==> config.mk <==
export PLATFORM = sky130hd
export DESIGN_NAME = page_guard
export DESIGN_NICKNAME = d
export VERILOG_FILES = /design/src/rtl/pg_pkg.sv /design/src/rtl/pg_window.sv /design/src/rtl/pg_regs.sv /design/src/rtl/pg_irq.sv /design/src/rtl/page_guard.sv
export SDC_FILE = /design/constraint.sdc
export NUM_CORES = 1
export LEC_CHECK = 0
export BUFFER_PORTS_ARGS = -buffer_cell sky130_fd_sc_hd__clkbuf_2
export CAP_MARGIN = 20
export CORE_UTILIZATION = 60
export DETAILED_ROUTE_END_ITERATION = 7
export HOLD_SLACK_MARGIN = 0.06
export MAX_ROUTING_LAYER = met4
export PLACE_DENSITY_LB_ADDON = 0.12
export SETUP_SLACK_MARGIN = 0.2
export SLEW_MARGIN = 0
export SYNTH_ARGS = -nofsm -noshare
export SYNTH_HDL_FRONTEND = slang
export SYNTH_HIERARCHICAL = 1
export SYNTH_SLANG_ARGS = --single-unit
==> constraint.sdc <==
create_clock -name clk -period 5.05 [get_ports clk]
set_input_delay 1.515 -clock clk [delete_from_list [all_inputs] [get_ports clk]]
set_output_delay 1.515 -clock clk [all_outputs]
set_load 0.05 [all_outputs]
==> src/rtl/pg_pkg.sv <==
package pg_pkg;
  localparam int NWIN       = 4;
  localparam int PAGE_SHIFT = 10;
  localparam int REG_W      = 16;

  typedef enum logic [1:0] {
    PERM_NONE = 2'b00,
    PERM_RD   = 2'b01,
    PERM_WR   = 2'b10,
    PERM_RW   = 2'b11
  } perm_e;

  localparam logic [3:0] IDX_PERM   = 4'd8;
  localparam logic [3:0] IDX_ENABLE = 4'd9;
  localparam logic [3:0] IDX_FLAGS  = 4'd10;
  localparam logic [3:0] IDX_FLT_HI = 4'd11;
  localparam logic [3:0] IDX_FLT_LO = 4'd12;
endpackage

==> src/rtl/pg_window.sv <==
module pg_window
  import pg_pkg::*;
#(
  parameter int ADDR_W = 32
) (
  input  logic              clk,
  input  logic              rst_n,
  input  logic              req_valid,
  input  logic              req_write,
  input  logic [ADDR_W-1:0] req_addr,
  input  logic [31:0]       page,
  input  logic [1:0]        perm,
  output logic              viol
);
  logic hit;
  logic allowed;

  always_comb begin
    hit     = (page == 32'(req_addr >> PAGE_SHIFT));
    allowed = req_write ? perm[1] : perm[0];
    viol    = req_valid && hit && !allowed;
  end

  // a refusing code on a hit always produces a violation
  a_r3_deny_all: assert property (@(posedge clk) disable iff (!rst_n)
    (req_valid && perm == PERM_NONE && page == 32'(req_addr >> PAGE_SHIFT)) |-> viol);
  // no request, no violation
  a_r11_idle_quiet: assert property (@(posedge clk) disable iff (!rst_n)
    !req_valid |-> !viol);
endmodule

==> src/rtl/pg_regs.sv <==
module pg_regs
  import pg_pkg::*;
#(
  parameter int N = NWIN
) (
  input  logic             clk,
  input  logic             rst_n,
  input  logic             wr_en,
  input  logic [3:0]       idx,
  input  logic [REG_W-1:0] wdata,
  output logic [31:0]      page_q [N],
  output logic [2*N-1:0]   perm_q,
  output logic [N:0]       enable_q
);
  logic [31:0]    page_d [N];
  logic [2*N-1:0] perm_d;
  logic [N:0]     enable_d;

  always_comb begin
    for (int i = 0; i < N; i++) begin
      page_d[i] = page_q[i];
      if (wr_en && idx == 4'(2*i))   page_d[i][31:16] = wdata;
      if (wr_en && idx == 4'(2*i+1)) page_d[i][15:0]  = wdata;
    end
    perm_d   = (wr_en && idx == IDX_PERM)   ? wdata[2*N-1:0] : perm_q;
    enable_d = (wr_en && idx == IDX_ENABLE) ? wdata[N:0]     : enable_q;
  end

  always_ff @(posedge clk or negedge rst_n) begin
    if (!rst_n) begin
      for (int i = 0; i < N; i++) page_q[i] <= '0;
      perm_q   <= '1;
      enable_q <= '0;
    end else begin
      for (int i = 0; i < N; i++) page_q[i] <= page_d[i];
      perm_q   <= perm_d;
      enable_q <= enable_d;
    end
  end

  // permissions move only on a write to their register
  a_r10_perm_hold: assert property (@(posedge clk) disable iff (!rst_n)
    !(wr_en && idx == IDX_PERM) |=> $stable(perm_q));
endmodule

==> src/rtl/pg_irq.sv <==
module pg_irq
  import pg_pkg::*;
#(
  parameter int N      = NWIN,
  parameter int ADDR_W = 32
) (
  input  logic              clk,
  input  logic              rst_n,
  input  logic [N-1:0]      viol,
  input  logic [ADDR_W-1:0] req_addr,
  input  logic              clr_en,
  input  logic [N-1:0]      clr_bits,
  input  logic [N:0]        enable,
  output logic [N-1:0]      flags_q,
  output logic [13:0]       flt_hi_q,
  output logic [10:0]       flt_lo_q,
  output logic              irq
);
  logic [N-1:0] flags_d;
  logic [13:0]  flt_hi_d;
  logic [10:0]  flt_lo_d;
  logic         any_viol;

  always_comb begin
    any_viol = |viol;
    flags_d  = (flags_q & ~(clr_en ? clr_bits : '0)) | viol;
    flt_hi_d = any_viol ? req_addr[29:16] : flt_hi_q;
    flt_lo_d = any_viol ? req_addr[15:5]  : flt_lo_q;
    irq      = enable[N] && |(flags_q & enable[N-1:0]);
  end

  always_ff @(posedge clk or negedge rst_n) begin
    if (!rst_n) begin
      flags_q  <= '0;
      flt_hi_q <= '0;
      flt_lo_q <= '0;
    end else begin
      flags_q  <= flags_d;
      flt_hi_q <= flt_hi_d;
      flt_lo_q <= flt_lo_d;
    end
  end

  // a flag rises only after a violation was seen
  a_r4_flag_cause: assert property (@(posedge clk) disable iff (!rst_n)
    (|(flags_q & ~$past(flags_q))) |-> $past(any_viol));
  // a flag falls only after a clearing write
  a_r6_clear_cause: assert property (@(posedge clk) disable iff (!rst_n)
    (|($past(flags_q) & ~flags_q)) |-> $past(clr_en));
  // the line needs a pending flag
  a_r7_irq_source: assert property (@(posedge clk) disable iff (!rst_n)
    irq |-> (flags_q != '0));
  // capture follows the violating address
  a_r8_capture: assert property (@(posedge clk) disable iff (!rst_n)
    any_viol |=> (flt_hi_q == $past(req_addr[29:16])));
endmodule

==> src/rtl/page_guard.sv <==
module page_guard
  import pg_pkg::*;
#(
  parameter int ADDR_W = 32
) (
  input  logic              clk,
  input  logic              rst_n,
  input  logic              req_valid,
  input  logic              req_write,
  input  logic [ADDR_W-1:0] req_addr,
  input  logic              reg_en,
  input  logic              reg_we,
  input  logic [3:0]        reg_idx,
  input  logic [15:0]       reg_wdata,
  output logic [15:0]       reg_rdata,
  output logic              irq
);
  localparam int N = NWIN;

  logic [31:0]    page_q [N];
  logic [2*N-1:0] perm_q;
  logic [N:0]     enable_q;
  logic [N-1:0]   viol;
  logic [N-1:0]   flags_q;
  logic [13:0]    flt_hi_q;
  logic [10:0]    flt_lo_q;
  logic           wr_en;

  assign wr_en = reg_en && reg_we;

  pg_regs #(.N(N)) u_regs (
    .clk(clk), .rst_n(rst_n), .wr_en(wr_en), .idx(reg_idx), .wdata(reg_wdata),
    .page_q(page_q), .perm_q(perm_q), .enable_q(enable_q)
  );

  for (genvar g = 0; g < N; g++) begin : g_win
    pg_window #(.ADDR_W(ADDR_W)) u_win (
      .clk(clk), .rst_n(rst_n), .req_valid(req_valid), .req_write(req_write),
      .req_addr(req_addr), .page(page_q[g]), .perm(perm_q[2*g+1:2*g]),
      .viol(viol[g])
    );
  end

  pg_irq #(.N(N), .ADDR_W(ADDR_W)) u_irq (
    .clk(clk), .rst_n(rst_n), .viol(viol), .req_addr(req_addr),
    .clr_en(wr_en && reg_idx == IDX_FLAGS), .clr_bits(reg_wdata[N-1:0]),
    .enable(enable_q), .flags_q(flags_q), .flt_hi_q(flt_hi_q),
    .flt_lo_q(flt_lo_q), .irq(irq)
  );

  always_comb begin
    reg_rdata = '0;
    for (int i = 0; i < N; i++) begin
      if (reg_idx == 4'(2*i))   reg_rdata = page_q[i][31:16];
      if (reg_idx == 4'(2*i+1)) reg_rdata = page_q[i][15:0];
    end
    case (reg_idx)
      IDX_PERM:   reg_rdata = 16'(perm_q);
      IDX_ENABLE: reg_rdata = 16'(enable_q);
      IDX_FLAGS:  reg_rdata = 16'(flags_q);
      IDX_FLT_HI: reg_rdata = 16'(flt_hi_q);
      IDX_FLT_LO: reg_rdata = {flt_lo_q, 5'b0};
      default: ;
    endcase
  end

  // reset leaves the line low
  a_r1_reset_quiet: assert property (@(posedge clk) disable iff (!rst_n)
    $rose(rst_n) |-> !irq);
endmodule

=== Word level (Yosys, flattened, before mapping) ===
Index checks and enable logic that the tools add are counted.

* Bits in registers: 170
* Input port bits: 58
* Output and inout bits: 17
* Logic and storage cells: 75

* Equal/unequal tests: 16
* Mux-type cells: 14
* Bitwise logic cells: 4
* Reductions and logical operators: 28

{| class="wikitable"
|+ Operator list
! cell !! count
|-
| $eq 32x22->1 || 4
|-
| $mux 16 || 8
|-
| $pmux 16 s5 || 1
|-
| $logic_and 1x1->1 || 21
|-
| $eq 4x4->1 const B || 5
|-
| $eq 4x3->1 const B || 4
|-
| $and 4x4->4 || 2
|-
| $eq 4x2->1 const B || 2
|-
| $reduce_or 4->1 || 2
|-
| $eq 4x1->1 const B || 1
|-
| $logic_not 1->1 || 4
|-
| $logic_not 4->1 || 1
|-
| $mux 1 || 4
|-
| $mux 4 || 1
|-
| $not 4->4 || 1
|-
| $or 4x4->4 || 1
|}

=== Longest topological paths before layout ===
* Depth in word-level cells: 10
* Mapped depth: 7
* Depth with buffers taken out: 6

=== Modules after synthesis ===
The synthesis kept the hierarchy.

{| class="wikitable"
|+ Modules (own cells, without submodules)
! module !! instances !! cells an instance !! area each (um^2) !! sequential area each (um^2)
|-
| pg_regs || 1 || 313 || 5377.7 || 3538.4
|-
| page_guard || 1 || 268 || 1968.1 || 0.0
|-
| pg_window || 4 || 35 || 281.5 || 0.0
|-
| pg_irq || 1 || 68 || 1118.6 || 725.7
|}

=== Least setup slack after synthesis ===
Ideal clock, no wire load.

* Path kind: input port to output port
* Start: input port reg_idx[3]
* End: output port reg_rdata[10]
* Data arrival time: 3.146 ns
* Data required time: 3.535 ns
* Path slack: 0.389 ns
* Stages: 7
* Buffers on the path: 3
* Cells stage by stage: buf_6 nand2b_4 buf_6 nor3_4 buf_6 a221oi_1 o221ai_1

* Longest elaborated chain between the ends: 10
* Elaborated cells on any way between the ends: 22
* Those cells by class: 12 x eq/ne; 9 x mux; 1 x reduce/logical

{| class="wikitable"
|+ Ends and longest elaborated chain
! element !! line !! text
|-
| start: declaration || page_guard.sv:13 || <nowiki>input logic [3:0] reg_idx,</nowiki>
|-
| $logic_not 4->1 || page_guard.sv:54 || <nowiki>if (reg_idx == 4'(2*i)) reg_rdata = page_q[i][31:16];</nowiki>
|-
| $mux 16 || page_guard.sv:54 ||
|-
| $mux 16 || page_guard.sv:55 || <nowiki>if (reg_idx == 4'(2*i+1)) reg_rdata = page_q[i][15:0];</nowiki>
|-
| $mux 16 || page_guard.sv:54 ||
|-
| $mux 16 || page_guard.sv:55 ||
|-
| $mux 16 || page_guard.sv:54 ||
|-
| $mux 16 || page_guard.sv:55 ||
|-
| $mux 16 || page_guard.sv:54 ||
|-
| $mux 16 || page_guard.sv:55 ||
|-
| $pmux 16 s5 (*) || page_guard.sv:57 || <nowiki>case (reg_idx)</nowiki>
|-
| end: declaration || page_guard.sv:15 || <nowiki>output logic [15:0] reg_rdata,</nowiki>
|}

Every way passes the cells marked *; elsewhere a longest branch is shown, timed or not.

=== Worst setup path in the final report ===
* Start: input port reg_idx[0]
* End: output port reg_rdata[10]

Same word-level chain as after synthesis.

==> results.md <==
Clocking
* 0 — # hold bufs at CTS
* 170 — total number of clock tree sinks
* 440 ps — later-pin clock latency in the skew report
* 70 ps — clock slew at reported path FFs
* 17 — number of buffers created by CTS
* built — CTS tree
* 4 — H-tree levels
* sky130_fd_sc_hd__clkbuf_16 — root buf cell
* 2 — number of buffers between clock root and the deepest sink

Detailed routing
* 29400 µm — final routed wirelength across all metal layers
* 27.1 µm — routed wire length per instance
* 5 — first-pass iteration count of the detailed router
* 6.69 — detailed-route vias per instance
* 0 — number of nets still failing antenna checks after routing
* 0 — post-detailed-route DRC marker count
* 7255 — via count
* 827 — number of design-rule violations left by the first detailed-router iteration

STA
* 23.6% — Slew HR
* 510 ps — worst hold slack after final layout
* 0.208 GHz — Fmax achieved
* yes — setup repair after global routing missed its margin
* 0 — number of setup violations in the final report
* 0 ps — total negative setup slack
* 95.3% — post-route fraction of the period consumed by the critical path
* 0 — number of max-slew violations in the final report
* 9.71 ps — largest clock skew in the final design
* 1140 ps — Tightest Pin Transition
* 0 — count of endpoints failing hold in the final timing report
* 4810 ps — minimum period implied by the final worst setup slack

Power and ir drop
* 315 µV — worst supply voltage drop on vdd
* 5.01 nW — standby leakage power
* 375 nW/µm² — PwrDens

Critical path
* reg_rdata[10] — timing endpoint of the critical path
* output port — type of element capturing the critical path
* 3540 ps — required time of the critical path
* 31 — largest fanout on the critical path
* u_irq/flt_hi_q[12]$_DFFE_PN0P_ — R2R Path End
* u_regs/page_q[42]$_DFFE_PN0P_ — critical register-to-register path startpoint
* primary input — category of the worst setup path launch point
* reg_idx[0] — critical path startpoint
* 2370 ps — flop2flop setup slack
* 7 — Worst Reg2Reg Path Length in Cells
* 3300 ps — critical path arrival
* primary input to output port — kind of critical path

Global route
* 44900 µm — first-pass GRT wire length
* 0 — final global-route overflow total
* 0 — initial antenna violation count
* 105 — pin count of the biggest net entering global routing
* 39.2% — total global routing track utilization
* 7342 — number of global-route vias before repair

Logic synthesis
* 789 — cells after synthesis
* 170 — flip-flop and latch count after synthesis
* multiplexers — dominant combinational cell family by area after synthesis
* 0% — adder-cell share of the synthesized area
* 9590 µm² — netlist area before placement
* 9.54% — area fraction in compound gates after synthesis
* 8.04% — xor/xnor share of the synthesized area
* 25.2% — share of synthesized area spent on multiplexers
* 0 — number of enable flip-flop cells after synthesis
* 51 — Synth cell types
* 847 — Syn Nets
* 8.83% — area fraction in and, or, nand and nor cells after synthesis
* sky130_fd_sc_hd__dfrtp_1 — commonest register cell after synthesis
* 44.5% — Seq/Total Area, Yosys
* 12.2 µm² — average cell area after synthesis
* 100% — async set-reset flop share out of synthesis
* 6 — warnings from Yosys

Finish
* 167 x sky130_fd_sc_hd__mux2_2, 162 x sky130_fd_sc_hd__dfrtp_1, 80 x sky130_fd_sc_hd__xor2_1 — commonest cells after routing, fill and taps aside
* 918 — number of nets in the final layout
* 39.6% — layout cell share with drive strength beyond 1
* 15.3% — Area Overhead vs Synth
* sky130_fd_sc_hd__mux2_2 — most frequent standard cell in the layout excluding fill and tap cells
* 71.7% — post-layout utilization of the core
* 0 — antenna cells

Floorplanning
* 75 — ports placed on the boundary
* 16500 µm² — floorplan die area
* 45 — Core Rows
* 62.2% — starting utilization of the core area
* 128 µm — Die Span X
* 15400 µm² — core region area
* 128 µm — height of the chip

Placement
* 20600 µm — dpl hpwl
* 0.942 — placer's final routability congestion estimate
* 69 — input/output buffers

Min path
* flip-flop to flip-flop — class of the worst hold path

Run
* 0 — max capacitance violation total

Run status
* completed — outcome

## cells by family after synthesis
logic type,count (synthesis)
muxes,210
DFF,170
AOI/OAI and AO/OA,129
and+or+nand+nor,123
xor gates and xnor gates,88
buffers and inverters,69
## per-stage QoR
stage	cells	power, mW	cell area, µm²	setup WS (ps)
global placement	1052	2.67	10400	244
detailed placement	1052	2.71	10400	230
floorplan	789	2.35	9590	389
finish	1084	4.14	11100	239
CTS	1084	4.14	11100	214
global route	1084	4.29	11100	195
## worst min-delay path by stage
stage / slack [ps] / depth (start not counted) / to / from
2_1_floorplan: 460 / 1 / u_irq/flt_hi_q[0]$_DFFE_PN0P_ / u_irq/flt_hi_q[0]$_DFFE_PN0P_
3_3_place_gp: 480 / 1 / u_irq/flags_q[2]$_DFF_PN0_ / u_irq/flags_q[2]$_DFF_PN0_
5_1_grt: 530 / 1 / u_irq/flags_q[1]$_DFF_PN0_ / u_irq/flags_q[1]$_DFF_PN0_
6_report: 510 / 1 / u_irq/flags_q[1]$_DFF_PN0_ / u_irq/flags_q[1]$_DFF_PN0_
4_1_cts: 510 / 1 / u_irq/flags_q[1]$_DFF_PN0_ / u_irq/flags_q[1]$_DFF_PN0_
3_5_place_dp: 490 / 1 / u_irq/flags_q[1]$_DFF_PN0_ / u_irq/flags_q[1]$_DFF_PN0_
## cells in the mapped netlist (13+ instances only)
master / number / share of area [%]
sky130_fd_sc_hd__buf_2: 22 / 1.1
sky130_fd_sc_hd__a221oi_1: 13 / 1.2
sky130_fd_sc_hd__a22oi_1: 24 / 1.9
sky130_fd_sc_hd__a211oi_1: 16 / 1.3
sky130_fd_sc_hd__xor2_1: 80 / 7.3
sky130_fd_sc_hd__o221ai_1: 15 / 1.4
sky130_fd_sc_hd__mux2i_1: 24 / 2.5
sky130_fd_sc_hd__nand2b_1: 19 / 1.2
sky130_fd_sc_hd__a21oi_1: 16 / 0.83
sky130_fd_sc_hd__nand3b_1: 16 / 1.3
sky130_fd_sc_hd__nand2_1: 15 / 0.59
sky130_fd_sc_hd__mux2_2: 167 / 20
sky130_fd_sc_hd__dfrtp_1: 162 / 42
sky130_fd_sc_hd__nor4_1: 24 / 1.6
sky130_fd_sc_hd__inv_1: 16 / 0.63
sky130_fd_sc_hd__o21ai_0: 31 / 1.6
## layout make-up
class | count | area (µm²)
clock buffers | 17 | 425
clock inverters | 15 | 209
fillers | 1137 | 4370
inverters | 16 | 60.1
multi-input cells | 550 | 4950
flip-flops and latches | 170 | 4260
well taps | 211 | 264
repair buffers | 105 | 890
## what timing repair did
item / 4_1_cts / 5_1_grt
resized for setup: 0 / 2
buffers inserted: 0 / 0
endpoints found under the hold margin: 0 / 0
setup endpoints to repair: 0 / 8
## sequential cells by signal (all words and copies together) (netlist names)
| register | cells |
|---|---|
| u_regs/page_q | 128 |
| u_irq/flt_hi_q | 14 |
| u_irq/flt_lo_q | 11 |
| u_regs/perm_q | 8 |
| u_regs/enable_q | 5 |
| u_irq/flags_q | 4 |
## routing by layer
| layer | part of all wire (%) | wire length, µm | up-vias | track usage, % |
|---|---|---|---|---|
| li1 | - | - | 3070 | - |
| met1 | 42 | 12200 | 3685 | 52.8 |
| met2 | 45 | 13300 | 430 | 56.6 |
| met3 | 9.7 | 2860 | 70 | 9.85 |
| met4 | 3.4 | 1010 | 0 | 16.3 |
| met5 | 0 | 0 | - | - |
## worst max-delay path, stage by stage
cell and delay (ps):
sky130_fd_sc_hd__buf_2 200, sky130_fd_sc_hd__buf_12 220, sky130_fd_sc_hd__nor3_4 470, sky130_fd_sc_hd__buf_4 280
sky130_fd_sc_hd__a221oi_1 80, sky130_fd_sc_hd__o221ai_1 330, sky130_fd_sc_hd__buf_12 190
## power breakdown
group          total (mW)  internal [mW]  switching (mW)  leakage (nW)
combinational       0.886          0.440           0.446          2.52
clock                1.42          0.837           0.585         0.302
sequential           1.84           1.59           0.244          2.19
total                4.14           2.87            1.27          5.01
(Power assumes the default switching activity.)
